## src/rtl/sdiv_pkg.sv

```systemverilog
package sdiv_pkg;
  typedef enum logic [1:0] {
    ST_IDLE = 2'd0,
    ST_NORM = 2'd1,
    ST_REST = 2'd2,
    ST_FIN  = 2'd3
  } sdiv_state_e;
endpackage

```

## src/rtl/sdiv_ctrl.sv

```systemverilog
module sdiv_ctrl
  import sdiv_pkg::*;
(
  input  logic        clk,
  input  logic        rst_n,
  input  logic        start,
  input  logic        div_zero,
  input  logic        dsr_gt,
  input  logic        pwr_last,
  output sdiv_state_e state,
  output logic        done
);
  sdiv_state_e state_q, state_d;

  // Next-state logic
  always_comb begin
    state_d = state_q;
    unique case (state_q)
      ST_IDLE: if (start)    state_d = div_zero ? ST_FIN : ST_NORM;
      ST_NORM: if (dsr_gt)   state_d = ST_REST;
      ST_REST: if (pwr_last) state_d = ST_FIN;
      ST_FIN:                state_d = ST_IDLE;
      default:               state_d = ST_IDLE;
    endcase
  end

  always_ff @(posedge clk or negedge rst_n) begin
    if (!rst_n) state_q <= ST_IDLE;
    else        state_q <= state_d;
  end

  assign state = state_q;
  assign done  = (state_q == ST_FIN);

  AST_DONE_PULSE: assert property (@(posedge clk) disable iff (!rst_n)
    done |=> !done);
endmodule

```

## src/rtl/sdiv_path.sv

```systemverilog
module sdiv_path
  import sdiv_pkg::*;
#(
  parameter int W = 8
) (
  input  logic           clk,
  input  logic           rst_n,
  input  sdiv_state_e    state,
  input  logic           start,
  input  logic [W-1:0]   dividend,
  input  logic [W-1:0]   divisor,
  output logic           div_zero,
  output logic           dsr_gt,
  output logic           pwr_last,
  output logic [W-1:0]   quotient,
  output logic [W-1:0]   remainder,
  output logic           div_by_zero
);
  localparam int WX = W + 1;
  localparam logic [WX-1:0] PWR_ONE = WX'(1);

  logic [W-1:0]  dvd_q, dvd_d;
  logic [WX-1:0] dsr_q, dsr_d;
  logic [WX-1:0] pwr_q, pwr_d;
  logic [W-1:0]  quo_q, quo_d;
  logic          dz_q, dz_d;
  logic          load_en, fits;

  assign div_zero = (divisor == '0);
  assign load_en  = (state == ST_IDLE) && start;
  assign dsr_gt   = dsr_q > {1'b0, dvd_q};
  assign fits     = !dsr_gt;
  assign pwr_last = (pwr_q == PWR_ONE);

  // Next-value logic for the datapath registers
  always_comb begin
    dvd_d = dvd_q;
    dsr_d = dsr_q;
    pwr_d = pwr_q;
    quo_d = quo_q;
    dz_d  = dz_q;
    if (load_en) begin
      dvd_d = dividend;
      dsr_d = {1'b0, divisor};
      pwr_d = PWR_ONE;
      quo_d = div_zero ? '1 : '0;
      dz_d  = div_zero;
    end else if (state == ST_NORM) begin
      if (!dsr_gt) begin
        dsr_d = dsr_q << 1;
        pwr_d = pwr_q << 1;
      end
    end else if (state == ST_REST) begin
      if (fits) begin
        dvd_d = dvd_q - dsr_q[W-1:0];
        quo_d = quo_q | pwr_q[W-1:0];
      end
      dsr_d = dsr_q >> 1;
      pwr_d = pwr_q >> 1;
    end
  end

  always_ff @(posedge clk or negedge rst_n) begin
    if (!rst_n) begin
      dvd_q <= '0;
      dsr_q <= '0;
      pwr_q <= '0;
      quo_q <= '0;
      dz_q  <= 1'b0;
    end else begin
      dvd_q <= dvd_d;
      dsr_q <= dsr_d;
      pwr_q <= pwr_d;
      quo_q <= quo_d;
      dz_q  <= dz_d;
    end
  end

  assign quotient    = quo_q;
  assign remainder   = dvd_q;
  assign div_by_zero = dz_q;

  AST_REM_NONINC: assert property (@(posedge clk) disable iff (!rst_n)
    (state == ST_REST) |=> (dvd_q <= $past(dvd_q)));
  AST_PWR_ONEHOT: assert property (@(posedge clk) disable iff (!rst_n)
    (state == ST_NORM || state == ST_REST) |-> ($countones(pwr_q) == 1));
  AST_NO_TOP_FIT: assert property (@(posedge clk) disable iff (!rst_n)
    (state == ST_REST && pwr_q[W]) |-> dsr_gt);
endmodule

```

## src/rtl/shiftsub_div.sv

```systemverilog
module shiftsub_div
  import sdiv_pkg::*;
#(
  parameter int W = 8
) (
  input  logic         clk,
  input  logic         rst_n,
  input  logic         start,
  input  logic [W-1:0] dividend,
  input  logic [W-1:0] divisor,
  output logic         done,
  output logic [W-1:0] quotient,
  output logic [W-1:0] remainder,
  output logic         div_by_zero
);
  sdiv_state_e state;
  logic div_zero, dsr_gt, pwr_last;

  sdiv_ctrl u_ctrl (
    .clk      (clk),
    .rst_n    (rst_n),
    .start    (start),
    .div_zero (div_zero),
    .dsr_gt   (dsr_gt),
    .pwr_last (pwr_last),
    .state    (state),
    .done     (done)
  );

  sdiv_path #(.W(W)) u_path (
    .clk         (clk),
    .rst_n       (rst_n),
    .state       (state),
    .start       (start),
    .dividend    (dividend),
    .divisor     (divisor),
    .div_zero    (div_zero),
    .dsr_gt      (dsr_gt),
    .pwr_last    (pwr_last),
    .quotient    (quotient),
    .remainder   (remainder),
    .div_by_zero (div_by_zero)
  );

  AST_DZ_ONES: assert property (@(posedge clk) disable iff (!rst_n)
    (done && div_by_zero) |-> (&quotient));
endmodule

```

## config.mk

```make
export PLATFORM = sky130hd
export DESIGN_NAME = shiftsub_div
export DESIGN_NICKNAME = d
export VERILOG_FILES = /design/src/rtl/sdiv_pkg.sv /design/src/rtl/sdiv_ctrl.sv /design/src/rtl/sdiv_path.sv /design/src/rtl/shiftsub_div.sv
export SDC_FILE = /design/constraint.sdc
export NUM_CORES = 1
export LEC_CHECK = 0
export BUFFER_PORTS_ARGS = -buffer_cell sky130_fd_sc_hd__buf_2
export CAP_MARGIN = 20
export CORE_MARGIN = 2
export CORE_UTILIZATION = 50
export CTS_CLUSTER_DIAMETER = 120
export DETAILED_ROUTE_END_ITERATION = 7
export PLACE_DENSITY = 0.72
export SKIP_LAST_GASP = 1
export SLEW_MARGIN = 20
export SYNTH_ARGS = -nofsm -noshare
export SYNTH_HDL_FRONTEND = slang
export SYNTH_SLANG_ARGS = --single-unit
```

## constraint.sdc

```tcl
create_clock -name clk -period 2.9 [get_ports clk]
set_input_delay 0.29 -clock clk [delete_from_list [all_inputs] [get_ports clk]]
set_output_delay 0.29 -clock clk [all_outputs]
set_load 0.05 [all_outputs]
```

* Word level (Yosys, flattened, before mapping) *
Index checks and enable logic that the tools add are counted.

operators by class
  add/sub/neg operators = 1
  $lt $le $gt $ge = 1
  equal/unequal tests = 10
  muxes and demuxes = 22
  bitwise gates (word level) = 1
  reduce and logical (&&, ||, !) cells = 8

operators with widths
  operator              count
  $mux W8               9
  $mux W9               8
  $eq A9 B1 Y1 const B  1
  $gt A9 B8 Y1          1
  $logic_not A8 Y1      1
  $mux W2               4
  $or A8 B8 Y8          1
  $pmux W2 S4           1
  $sub A8 B8 Y8         1
  $ne A2 B2 Y1 const B  3
  $reduce_and A3 Y1     2
  $eq A2 B2 Y1 const B  2
  $ne A2 B1 Y1 const B  2
  $ne A3 B2 Y1 const B  1
  $reduce_bool A3 Y1    1
  $eq A2 B1 Y1 const B  1
  $logic_not A2 Y1      1
  $reduce_and A2 Y1     1
  $reduce_bool A2 Y1    1
  $logic_and A1 B1 Y1   1

storage, ports and cells
  flip-flop bits (word level) = 37
  bits of input ports = 19
  output and inout bits = 18
  word-level logic and storage cells = 49

* Logic depth before layout (Yosys ltp) *
Gate-level depths: netlist of run 1.

  depth in word-level cells = 5
  depth in mapped cells = 10
  mapped depth without buffers = 9

* Cells and area by module *
A second synthesis of run 1 with hierarchy kept.

unflattened totals
  cells, all modules = 284
  area, all modules = 2,587.5 µm²

by module, submodules not included
  module     instances  cells each  area an instance (µm²)  seq. area each (µm²)
  sdiv_path  1          268         2,424.8                 875.8
  sdiv_ctrl  1          16          162.7                   50.0

* Worst setup path after synthesis of run 1 *
Ideal clock, no wire load.

  kind = reg2reg
  start = register u_path.dvd_q[1], in the netlist u_path.remainder[1]
  end = register u_path.dvd_q[7], in the netlist u_path.remainder[7]
  setup time = 0.126 ns
  data arrival time = 2.446 ns
  required time = 2.774 ns
  path slack = 0.328 ns
  stages on the path, launching flop included = 9
  buffers on the path = 0
  clock period less this slack = 2.572 ns
  cell sequence = dfrtp_1 inv_1 ha_1 nor2b_4 o31a_1 or4_1 a31oi_1 xnor2_1 a221o_1

between the ends
  longest elaborated chain between the ends = 5
  elaborated cells between the ends (all ways) = 8
  classes of those cells = add/sub: 1; order compare: 1; eq/ne: 1; mux: 4; reduce/logical: 1

RTL lines
  element                 RTL line         RTL
  from (decl)             sdiv_path.sv:22  logic [W-1:0] dvd_q, dvd_d;
  from (signal assigned)  sdiv_path.sv:71  dvd_q <= dvd_d;
  $sub A8 B8 Y8           sdiv_path.sv:55  dvd_d = dvd_q - dsr_q[W-1:0];
  $mux W8                 sdiv_path.sv:54  if (fits) begin
  $mux W8                 sdiv_path.sv:53  end else if (state == ST_REST) begin
  $mux W8                 sdiv_path.sv:48  end else if (state == ST_NORM) begin
  $mux W8                 sdiv_path.sv:42  if (load_en) begin

Several ways; a longest one is shown, not always the timed one. The select of a mux whose other input is x is not followed.
A chain may end at the register's enable or synchronous reset.

* Worst setup path in the final report of run 1 *
  start = register u_path.dvd_q[6], in the netlist u_path.remainder[6]
  end = register u_path.dvd_q[3], in the netlist u_path.remainder[3]

between the ends
  longest elaborated chain between the ends = 3

RTL lines
  element                      RTL line         RTL
  $gt A9 B8 Y1                 sdiv_path.sv:31  assign dsr_gt = dsr_q > {1'b0, dvd_q};
  $ne A2 B1 Y1 (no line)       n/a
  $reduce_and A3 Y1 (no line)  n/a

Every way passes these cells.

==> out/summary.txt, run 1 <==
WP data arrival - 2.73 ns
Syn Nets - 305
WP depth - 8
Congestion Overflow GR - 0
Pre-antenna DRT Iters - 4
max-cap violations - 0
outcome - finished, final reports clean
share of cells above drive strength 1 - 19.3%
Slew Viols, Final - 0
Post-Syn Area per Cell - 9.15 um^2
Worst Max-Slew Pin Slew - 0.874 ns
Reg-to-Reg Start - u_path.remainder[6]$_DFFE_PN0P_
Final setup viols - 0
Avg Vias per Cell - 5.90
CTS tree - done
Initial Util - 51.7%
max_slew headroom - 41.8%
crit share post-route - 88.1%
Routed Antenna Nets - 0
leading area contributor after synthesis - dfrtp_1
Crit Path Category - reg -> reg
area of the core - 4690 um^2
GR Util All Layers - 23.0%
GR Util met2 - 31.2%
Synth Area in Simple Gates - 14.0%
Seq/Total Area, Yosys - 38.2%
Top delay family on crit path - compound AO/OA/AOI/OAI gates
share of the synthesized area in the top cell type - 38.2%
nets@finish - 339
Critical Path Slowest Stage Cell - a21boi_2
H-tree levels - 2
Worst R2R End - u_path.remainder[3]$_DFFE_PN0P_
Top FF cell, synth - dfrtp_1
crit-path max FO - 9
cts hold-fix bufs - 0
# rows - 25
Post-Synth XOR/XNOR Area - 1.44%
critical path buffer and inverter count - 1
GR peak layer - met1
highest clock rate - 392 MHz
CTS Sinks - 37
I/O pins - 37
Die Footprint - 5420 um^2
via count - 2,090
Die X - 73.6 um
cell count after synthesis - 265
post-synth cell types - 45
gpl congestion - 0.880
initial DRC count - 168
DP HPWL - 4030 um
RSZ-0062 raised after global routing - false
largest net degree at the start of global routing - 38
DR DRC count - 0
Reg2Reg Setup Slack - 0.35 ns
commonest non-fill, non-tap cells in the layout - dfrtp_1, buf_2, nor2_1
Post-CTS Resized - 0
endpoint class of the critical path - flip-flop
Layout Skew - 0.00377 ns
compound-cell area share of the yosys netlist - 23.1%
WP data required - 3.08 ns
fin crit period - 2.55 ns
Routed wire per std cell - 16.3 um
Syn-to-layout area delta - 13.5%
clk slew on worst S/H paths - 0.08 ns
CP startpoint - u_path.remainder[6]$_DFFE_PN0P_
first-pass GRT wire length - 9560 um
Critical Path Max Stage Delay - 0.42 ns
Setup Buffers After CTS - 0
synthesis warning total - 0
die height - 73.6 um
Clk Latency, worst-skew pair - 0.29 ns
area of the mapped netlist - 2420 um^2
fin util - 58.7%
vias in the first global route - 1,933
met3 usage - 3.84%
Post-synth EDFFs - 0
commonest non-fill, non-tap cell in the layout - dfrtp_1
critical-path cell list - inv_1 > ha_1 > a21o_1 > a211oi_2 > o211ai_1 > a21boi_2 > o21ai_1 > a221o_1
TritonCTS Buffers - 5
maximum clock path buffer count - 2
Worst R2R Path Depth - 8
end of the critical path - u_path.remainder[3]$_DFFE_PN0P_
ys async rst share - 100%
adder-cell area share of the yosys netlist - 11.1%
synthesized flop and latch total - 37
final hold vios - 0
main combinational cell family by area after synthesis - compound AO/OA/AOI/OAI gates
mux cell area share after synthesis - 5.11%
Clock Tree Root - clkbuf_8
Setup Total Neg Slack - 0 ns
Buffers on Ports - 36
initial antenna violation count - 0
n_diodes - 0
Min-Delay Path Class - in -> async
Worst Setup Start Kind - flip-flop
largest cells by area after synthesis - dfrtp_1, ha_1, a211oi_1
met1 Use GR - 35.8%
Detailed Route WL - 5780 um
## cells in the mapped netlist (2+ instances only)
cell type  instances
nand2b_1           2
a21oi_1           10
nand3_1            9
mux2_2             3
mux2i_1            9
o311ai_0           6
inv_1             23
a221o_1            3
clkbuf_1           7
dfrtp_1           37
a221oi_1           3
nor3_1             3
buf_2              2
nor2_1            25
buf_4              3
o21ai_0           24
nand2_1           21
o21a_1             2
a211oi_1          21
a31oi_1            2
nor4_1             3
ha_1              20
xnor2_1            3
nand4b_1           2
a21o_1             2
## final cells by class
cell class,instances,area (um^2)
inverter,23,86.3
sequential,37,926
fill,423,1940
clock buffer,6,82.6
multi-input combinational,191,1340
timing repair buffer,41,218
clock inverter,2,37.5
tap,54,67.6
## kinds of logic after synthesis
| logic type | Yosys count |
|---|---|
| AOI/OAI and AO/OA | 82 |
| and+or+nand+nor | 72 |
| buffers and inverters | 37 |
| DFF | 37 |
| adders and majority gates | 21 |
| muxes | 12 |
| xor gates and xnor gates | 4 |
## state kept, by name, indices dropped and copies added (netlist names)
name	flops
u_path.quotient	8
u_path.pwr_q	9
u_ctrl.state	2
u_path.remainder	8
u_path.dsr_q	9
u_path.div_by_zero	1
## metrics by stage
stage	area [um^2]	worst slack (ns)	std cells	hold slack (ns)
3_5_place_dp	2630	0.383	346	0.444
3_3_place_gp	2630	0.360	346	0.443
4_1_cts	2750	0.363	354	0.131
6_report	2750	0.346	354	0.110
5_1_grt	2750	0.214	354	0.174
2_1_floorplan	2420	0.328	265	-0.00559
## per-layer routing
| metal | routed length [um] | part of all wire [%] | up-vias |
|---|---|---|---|
| li1 | - | - | 1031 |
| met1 | 2880 | 50 | 973 |
| met2 | 2450 | 42 | 74 |
| met3 | 344 | 6.0 | 12 |
| met4 | 112 | 1.9 | 0 |
| met5 | 0 | 0 | - |
## worst reg2reg max path: stages (launching register included)
cell      delay (ns)
dfrtp_1         0.41
inv_1           0.06
ha_1            0.35
a21o_1          0.20
a211oi_2        0.24
o211ai_1        0.22
a21boi_2        0.42
o21ai_1         0.20
a221o_1         0.34
## how the worst min path moves through the flow
| stage | from | end | slack [ns] | cells past startpoint |
|---|---|---|---|---|
| final | rst_n | u_path.remainder[4]$_DFFE_PN0P_ | 0.11 | 1 |
| after global routing | rst_n | u_path.remainder[2]$_DFFE_PN0P_ | 0.17 | 1 |
| after CTS | rst_n | u_path.remainder[2]$_DFFE_PN0P_ | 0.13 | 1 |
| after detailed placement | rst_n | u_path.remainder[2]$_DFFE_PN0P_ | 0.44 | 1 |
| after global placement | rst_n | u_path.remainder[2]$_DFFE_PN0P_ | 0.44 | 1 |
| after floorplan | rst_n | u_ctrl.state[0]$_DFFE_PN0P_ | -0.006 | 0 |
Power of run 1 is not shown: default switching activity piles up to over one toggle a cycle in this logic, so the estimate is an artifact.
==> inputs of run 2 (changes only) <==
--- a/config.mk
+++ b/config.mk
@@ -10,8 +10,10 @@
 export CORE_MARGIN = 2
 export CORE_UTILIZATION = 50
 export CTS_CLUSTER_DIAMETER = 120
+export CTS_CLUSTER_SIZE = 14
 export DETAILED_ROUTE_END_ITERATION = 7
 export PLACE_DENSITY = 0.72
+export SKIP_CTS_REPAIR_TIMING = 1
 export SKIP_LAST_GASP = 1
 export SLEW_MARGIN = 20
 export SYNTH_ARGS = -nofsm -noshare
==> constraint.sdc (replaced) <==
create_clock -name clk -period 2.9 [get_ports clk]
set_input_delay 0.725 -clock clk [delete_from_list [all_inputs] [get_ports clk]]
set_output_delay 0.725 -clock clk [all_outputs]
set_load 0.05 [all_outputs]
==> run 2 against run 1 <==
  * Hold slack gained 0.40 ns
  * Utilization shrank 0.64 points
  * Cell count shrank 0.28%
  * Sequential cell count is the same
  * Fmax shrank 0.86%
  * Critical path type unchanged
  * Critical endpoint is now u_path.remainder[0]$_DFFE_PN0P_
  * Largest cell class unchanged
  * Highest routed layer unchanged
==> out/summary.txt, run 2 (synthesized netlist as in run 1, its figures left out) <==
endpoint class of the critical path - flip-flop (unchanged)
Detailed Route WL - 5580 um (was 5780 um)
Clock Tree Root - clkbuf_8 (unchanged)
vias in the first global route - 1,885 (was 1,933)
fillcell total - 434 (was 423)
DP HPWL - 4110 um (was 4030 um)
Worst Setup Start Kind - flip-flop (unchanged)
via count - 2,041 (was 2,090)
WP data arrival - 2.75 ns (was 2.73 ns)
Initial Util - 51.7% (unchanged)
Congestion Overflow GR - 0 (unchanged)
Critical Path Max Stage Delay - 0.44 ns (was 0.42 ns)
area of the core - 4690 um^2 (unchanged)
fin crit period - 2.58 ns (was 2.55 ns)
Pre-antenna DRT Iters - 4 (unchanged)
critical-path cell list - inv_1 > ha_1 > a21o_1 > a211oi_2 > o211ai_1 > a21boi_2 > o21ai_1 > a221oi_1 (was inv_1 > ha_1 > a21o_1 > a211oi_2 > o211ai_1 > a21boi_2 > o21ai_1 > a221o_1)
crit share post-route - 88.8% (was 88.1%)
Top delay family on crit path - compound AO/OA/AOI/OAI gates (unchanged)
GR Util All Layers - 21.9% (was 23.0%)
commonest non-fill, non-tap cell in the layout - dfrtp_1 (unchanged)
initial DRC count - 146 (was 168)
top routing layer used - met4 (unchanged)
H-tree levels - 2 (unchanged)
# rows - 25 (unchanged)
Syn-to-layout area delta - 12.3% (was 13.5%)
maximum clock path buffer count - 2 (unchanged)
max_slew headroom - 43.5% (was 41.8%)
Buffers on Ports - 36 (unchanged)
nets@finish - 339 (unchanged)
Reg-to-Reg Start - u_path.remainder[6]$_DFFE_PN0P_ (unchanged)
Layout Skew - 0.00580 ns (was 0.00377 ns)
Crit Path Category - reg -> reg (unchanged)
CTS Sinks - 37 (unchanged)
I/O pins - 37 (unchanged)
Slew Viols, Final - 0 (unchanged)
Critical Path Slowest Stage Cell - a21boi_2 (unchanged)
commonest non-fill, non-tap cells in the layout - dfrtp_1, buf_2, nor2_1 (unchanged)
Top Registers - u_path.dsr_q x9, u_path.pwr_q x9 (unchanged)
Die X - 73.6 um (unchanged)
clk slew on worst S/H paths - 0.07 ns (was 0.08 ns)
final hold vios - 0 (unchanged)
end of the critical path - u_path.remainder[0]$_DFFE_PN0P_ (was u_path.remainder[3]$_DFFE_PN0P_)
DR DRC count - 0 (unchanged)
Avg Vias per Cell - 5.78 (was 5.90)
max-cap violations - 0 (unchanged)
DRT met1 WL - 2910 um (was 2880 um)
share of cells above drive strength 1 - 19.1% (was 19.3%)
outcome - finished, final reports clean (unchanged)
met3 WL - 264 um (was 344 um)
CP startpoint - u_path.remainder[6]$_DFFE_PN0P_ (unchanged)
Worst R2R End - u_path.remainder[0]$_DFFE_PN0P_ (was u_path.remainder[3]$_DFFE_PN0P_)
Die Footprint - 5420 um^2 (unchanged)
TritonCTS Buffers - 5 (unchanged)
Clk Latency, worst-skew pair - 0.29 ns (about the same)
Reg2Reg Setup Slack - 0.32 ns (was 0.35 ns)
Worst Max-Slew Pin Slew - 0.848 ns (was 0.874 ns)
crit-path max FO - 9 (unchanged)
WP data required - 3.07 ns (was 3.08 ns)
Worst R2R Path Depth - 8 (unchanged)
initial antenna violation count - 0 (unchanged)
Final setup viols - 0 (unchanged)
critical path buffer and inverter count - 1 (unchanged)
HP Start - u_path.div_by_zero$_DFFE_PN0P_
n_diodes - 0 (unchanged)
Routed wire per std cell - 15.8 um (was 16.3 um)
Setup Total Neg Slack - 0 ns (unchanged)
WP depth - 8 (unchanged)
CTS tree - done (unchanged)
largest net degree at the start of global routing - 38 (unchanged)
met2 wire len - 2330 um (was 2450 um)
die height - 73.6 um (unchanged)
gpl congestion - 0.850 (was 0.880)
Min-Delay Path Class - reg -> reg (was in -> async)
highest clock rate - 388 MHz (was 392 MHz)
Routed Antenna Nets - 0 (unchanged)
first-pass GRT wire length - 9040 um (was 9560 um)
RSZ-0062 raised after global routing - false (unchanged)
run 2: cell types whose count changed in the layout (fill, tap and decap cells not counted), sizes merged:
cell	delta
bufinv	-1
run 2: layer usage:
metal / track usage, % / up-vias
met5: 0 / -
met4: 6.67 / 0
met3: 5.49 / 6
met2: 30.5 / 51
met1: 33.2 / 958
li1: - / 1026
run 2: worst min-delay path by stage:
stage	endpoint	slack (ns)	cells after the start
floorplan	u_ctrl.state[0]$_DFFE_PN0P_	0.43	0
global placement	u_path.div_by_zero$_DFFE_PN0P_	0.47	2
detailed placement	u_path.div_by_zero$_DFFE_PN0P_	0.47	2
CTS	u_path.div_by_zero$_DFFE_PN0P_	0.50	2
global route	u_path.div_by_zero$_DFFE_PN0P_	0.51	2
finish	u_path.div_by_zero$_DFFE_PN0P_	0.51	2
run 2: stage by stage:
stage / cells / worst slack [ns] / util, % / instance area, um^2 / hold WS, ns
final: 353 / 0.324 / 58.0 / 2720 / 0.510
after detailed placement: 346 / 0.324 / 56.1 / 2630 / 0.470
after global routing: 353 / 0.170 / 58.0 / 2720 / 0.505
after CTS: 353 / 0.334 / 58.0 / 2720 / 0.502
after floorplan: 265 / 0.328 / - / 2420 / 0.429
after global placement: 346 / 0.368 / 56.1 / 2630 / 0.473
run 2: worst register-to-register path: cells and delay by family, from the launching register on:
kind | cells | cell delay, ns
flops | 1 | 0.41
buf+inv | 1 | 0.07
compound gates | 6 | 1.65
fa+ha+maj | 1 | 0.34
run 2: final cells by class:
class | count | area [um^2] | area share (%)
clock buffers | 6 | 82.6 | 3.03
clock inverters | 1 | 7.51 | 0.276
inverters | 23 | 86.3 | 3.17
multi-input cells | 191 | 1340 | 49.0
flip-flops and latches | 37 | 926 | 34.0
well taps | 54 | 67.6 | 2.48
repair buffers | 41 | 218 | 8.00
Power of run 2 is left out for the same reason.
==> inputs of run 3 (changes only) <==
--- a/config.mk
+++ b/config.mk
@@ -7,7 +7,6 @@
 export LEC_CHECK = 0
 export BUFFER_PORTS_ARGS = -buffer_cell sky130_fd_sc_hd__buf_2
 export CAP_MARGIN = 20
-export CORE_MARGIN = 2
 export CORE_UTILIZATION = 50
 export CTS_CLUSTER_DIAMETER = 120
 export CTS_CLUSTER_SIZE = 14
==> constraint.sdc (replaced) <==
create_clock -name clk -period 2.9 [get_ports clk]
set_input_delay 0.435 -clock clk [delete_from_list [all_inputs] [get_ports clk]]
set_output_delay 0.435 -clock clk [all_outputs]
set_load 0.05 [all_outputs]
==> run 3 against run 2 <==
  * Design area rose by 1.3%
  * Via count rose by 1.7%
  * Setup slack got worse by 0.095 ns
  * Register-to-register slack got worse by 0.09 ns
  * Die area fell by 5.4%
  * Critical path depth rose by 1
  * Clock skew rose by 0.0014 ns
  * Wire length rose by 2.0%
  * Utilization rose by 3.2 points
==> out/summary.txt, run 3 (synthesized netlist as in run 1, its figures left out) <==
outcome - finished, final reports clean (unchanged)
Congestion Overflow GR - 0 (unchanged)
GR Util All Layers - 23.4% (was 21.9%)
critical path buffer and inverter count - 2 (was 1)
Reg-to-Reg Start - u_path.remainder[6]$_DFFE_PN0P_ (unchanged)
Clk Latency, worst-skew pair - 0.28 ns (was 0.29 ns)
CP startpoint - u_path.remainder[6]$_DFFE_PN0P_ (unchanged)
CTS Sinks - 37 (unchanged)
commonest non-fill, non-tap cell in the layout - dfrtp_1 (unchanged)
final hold vios - 0 (unchanged)
Min-Delay Path Class - in -> async (was reg -> reg)
Die X - 71.6 um (was 73.6 um)
area of the core - 4500 um^2 (was 4690 um^2)
commonest non-fill, non-tap cells in the layout - dfrtp_1, buf_2, nor2_1 (unchanged)
n_diodes - 0 (unchanged)
H-tree levels - 2 (unchanged)
highest clock rate - 374 MHz (was 388 MHz)
DR DRC count - 0 (unchanged)
fillcell total - 403 (was 434)
first-pass GRT wire length - 9470 um (was 9040 um)
Clock Tree Root - clkbuf_8 (unchanged)
nets@finish - 340 (was 339)
Initial Util - 53.8% (was 51.7%)
Reg2Reg Setup Slack - 0.23 ns (was 0.32 ns)
crit-path max FO - 15 (was 9)
gpl congestion - 0.860 (was 0.850)
Slew Viols, Final - 0 (unchanged)
Top delay family on crit path - compound AO/OA/AOI/OAI gates (unchanged)
largest net degree at the start of global routing - 38 (unchanged)
Top Registers - u_path.dsr_q x9, u_path.pwr_q x9 (unchanged)
Worst Setup Start Kind - flip-flop (unchanged)
WP data arrival - 2.85 ns (was 2.75 ns)
WP data required - 3.08 ns (was 3.07 ns)
Avg Vias per Cell - 5.88 (was 5.78)
initial antenna violation count - 0 (unchanged)
WP depth - 9 (was 8)
Routed wire per std cell - 16.1 um (was 15.8 um)
# rows - 24 (was 25)
Layout Skew - 0.00719 ns (was 0.00580 ns)
TritonCTS Buffers - 5 (unchanged)
Worst Max-Slew Pin Slew - 0.849 ns (was 0.848 ns)
Worst R2R Path Depth - 9 (was 8)
Crit Path Category - reg -> reg (unchanged)
endpoint class of the critical path - flip-flop (unchanged)
fin crit period - 2.67 ns (was 2.58 ns)
clk slew on worst S/H paths - 0.07 ns (about the same)
maximum clock path buffer count - 2 (unchanged)
max_slew headroom - 43.4% (was 43.5%)
via count - 2,076 (was 2,041)
vias in the first global route - 1,988 (was 1,885)
Detailed Route WL - 5690 um (was 5580 um)
initial DRC count - 188 (was 146)
Die Footprint - 5130 um^2 (was 5420 um^2)
Buffers on Ports - 36 (unchanged)
max-cap violations - 0 (unchanged)
Worst R2R End - u_path.pwr_q[6]$_DFFE_PN0P_ (was u_path.remainder[0]$_DFFE_PN0P_)
die height - 71.6 um (was 73.6 um)
Syn-to-layout area delta - 13.7% (was 12.3%)
Critical Path Slowest Stage Cell - a31oi_2 (was a21boi_2)
Routed Antenna Nets - 0 (unchanged)
I/O pins - 37 (unchanged)
RSZ-0062 raised after global routing - false (unchanged)
CTS tree - done (unchanged)
Pre-antenna DRT Iters - 4 (unchanged)
DP HPWL - 4090 um (was 4110 um)
end of the critical path - u_path.pwr_q[6]$_DFFE_PN0P_ (was u_path.remainder[0]$_DFFE_PN0P_)
critical-path cell list - inv_1 > ha_1 > a21o_1 > a211oi_2 > o211ai_1 > a31oi_2 > buf_4 > nor2_1 > a211oi_1 (was inv_1 > ha_1 > a21o_1 > a211oi_2 > o211ai_1 > a21boi_2 > o21ai_1 > a221oi_1)
Setup Total Neg Slack - 0 ns (unchanged)
Final setup viols - 0 (unchanged)
share of cells above drive strength 1 - 19.6% (was 19.1%)
Critical Path Max Stage Delay - 0.48 ns (was 0.44 ns)
crit share post-route - 92.1% (was 88.8%)
## run 3: layout make-up
| cell class | instances | area, um^2 | share of cell area [%] |
|---|---|---|---|
| multi-input cells | 191 | 1340 | 48.4 |
| flip-flops and latches | 37 | 926 | 33.6 |
| repair buffers | 42 | 225 | 8.17 |
| inverters | 23 | 86.3 | 3.13 |
| clock buffers | 6 | 82.6 | 2.99 |
| well taps | 52 | 65.1 | 2.36 |
| clock inverters | 2 | 37.5 | 1.36 |
## run 3: how the worst min path moves through the flow
| stage | to | slack (ns) | depth (start not counted) |
|---|---|---|---|
| floorplan | u_ctrl.state[0]$_DFFE_PN0P_ | 0.14 | 0 |
| global placement | u_path.div_by_zero$_DFFE_PN0P_ | 0.48 | 2 |
| detailed placement | u_path.div_by_zero$_DFFE_PN0P_ | 0.48 | 2 |
| CTS | u_path.remainder[4]$_DFFE_PN0P_ | 0.29 | 1 |
| global route | u_path.quotient[0]$_DFFE_PN0P_ | 0.34 | 1 |
| finish | u_path.remainder[7]$_DFFE_PN0P_ | 0.26 | 1 |
## run 3: layer usage
metal	track usage [%]	routed length [um]	vias to the layer above	share of wire [%]
li1	-	-	1031	-
met3	3.09	239	8	4.2
met4	6.32	65	0	1.1
met2	37.0	2590	57	46
met5	0	0	-	0
met1	33.9	2790	980	49
## run 3: through the flow
step           instance area [um^2]  cells  hold WS, ns  util (%)  worst slack [ns]
3_3_place_gp                   2640    345        0.479      58.6             0.344
6_report                       2760    353        0.259      61.2             0.229
4_1_cts                        2760    353        0.288      61.2             0.240
5_1_grt                        2760    353        0.337      61.2            0.0643
2_1_floorplan                  2420    265        0.139         -             0.328
3_5_place_dp                   2640    345        0.480      58.6             0.248
Power of run 3 is left out for the same reason.
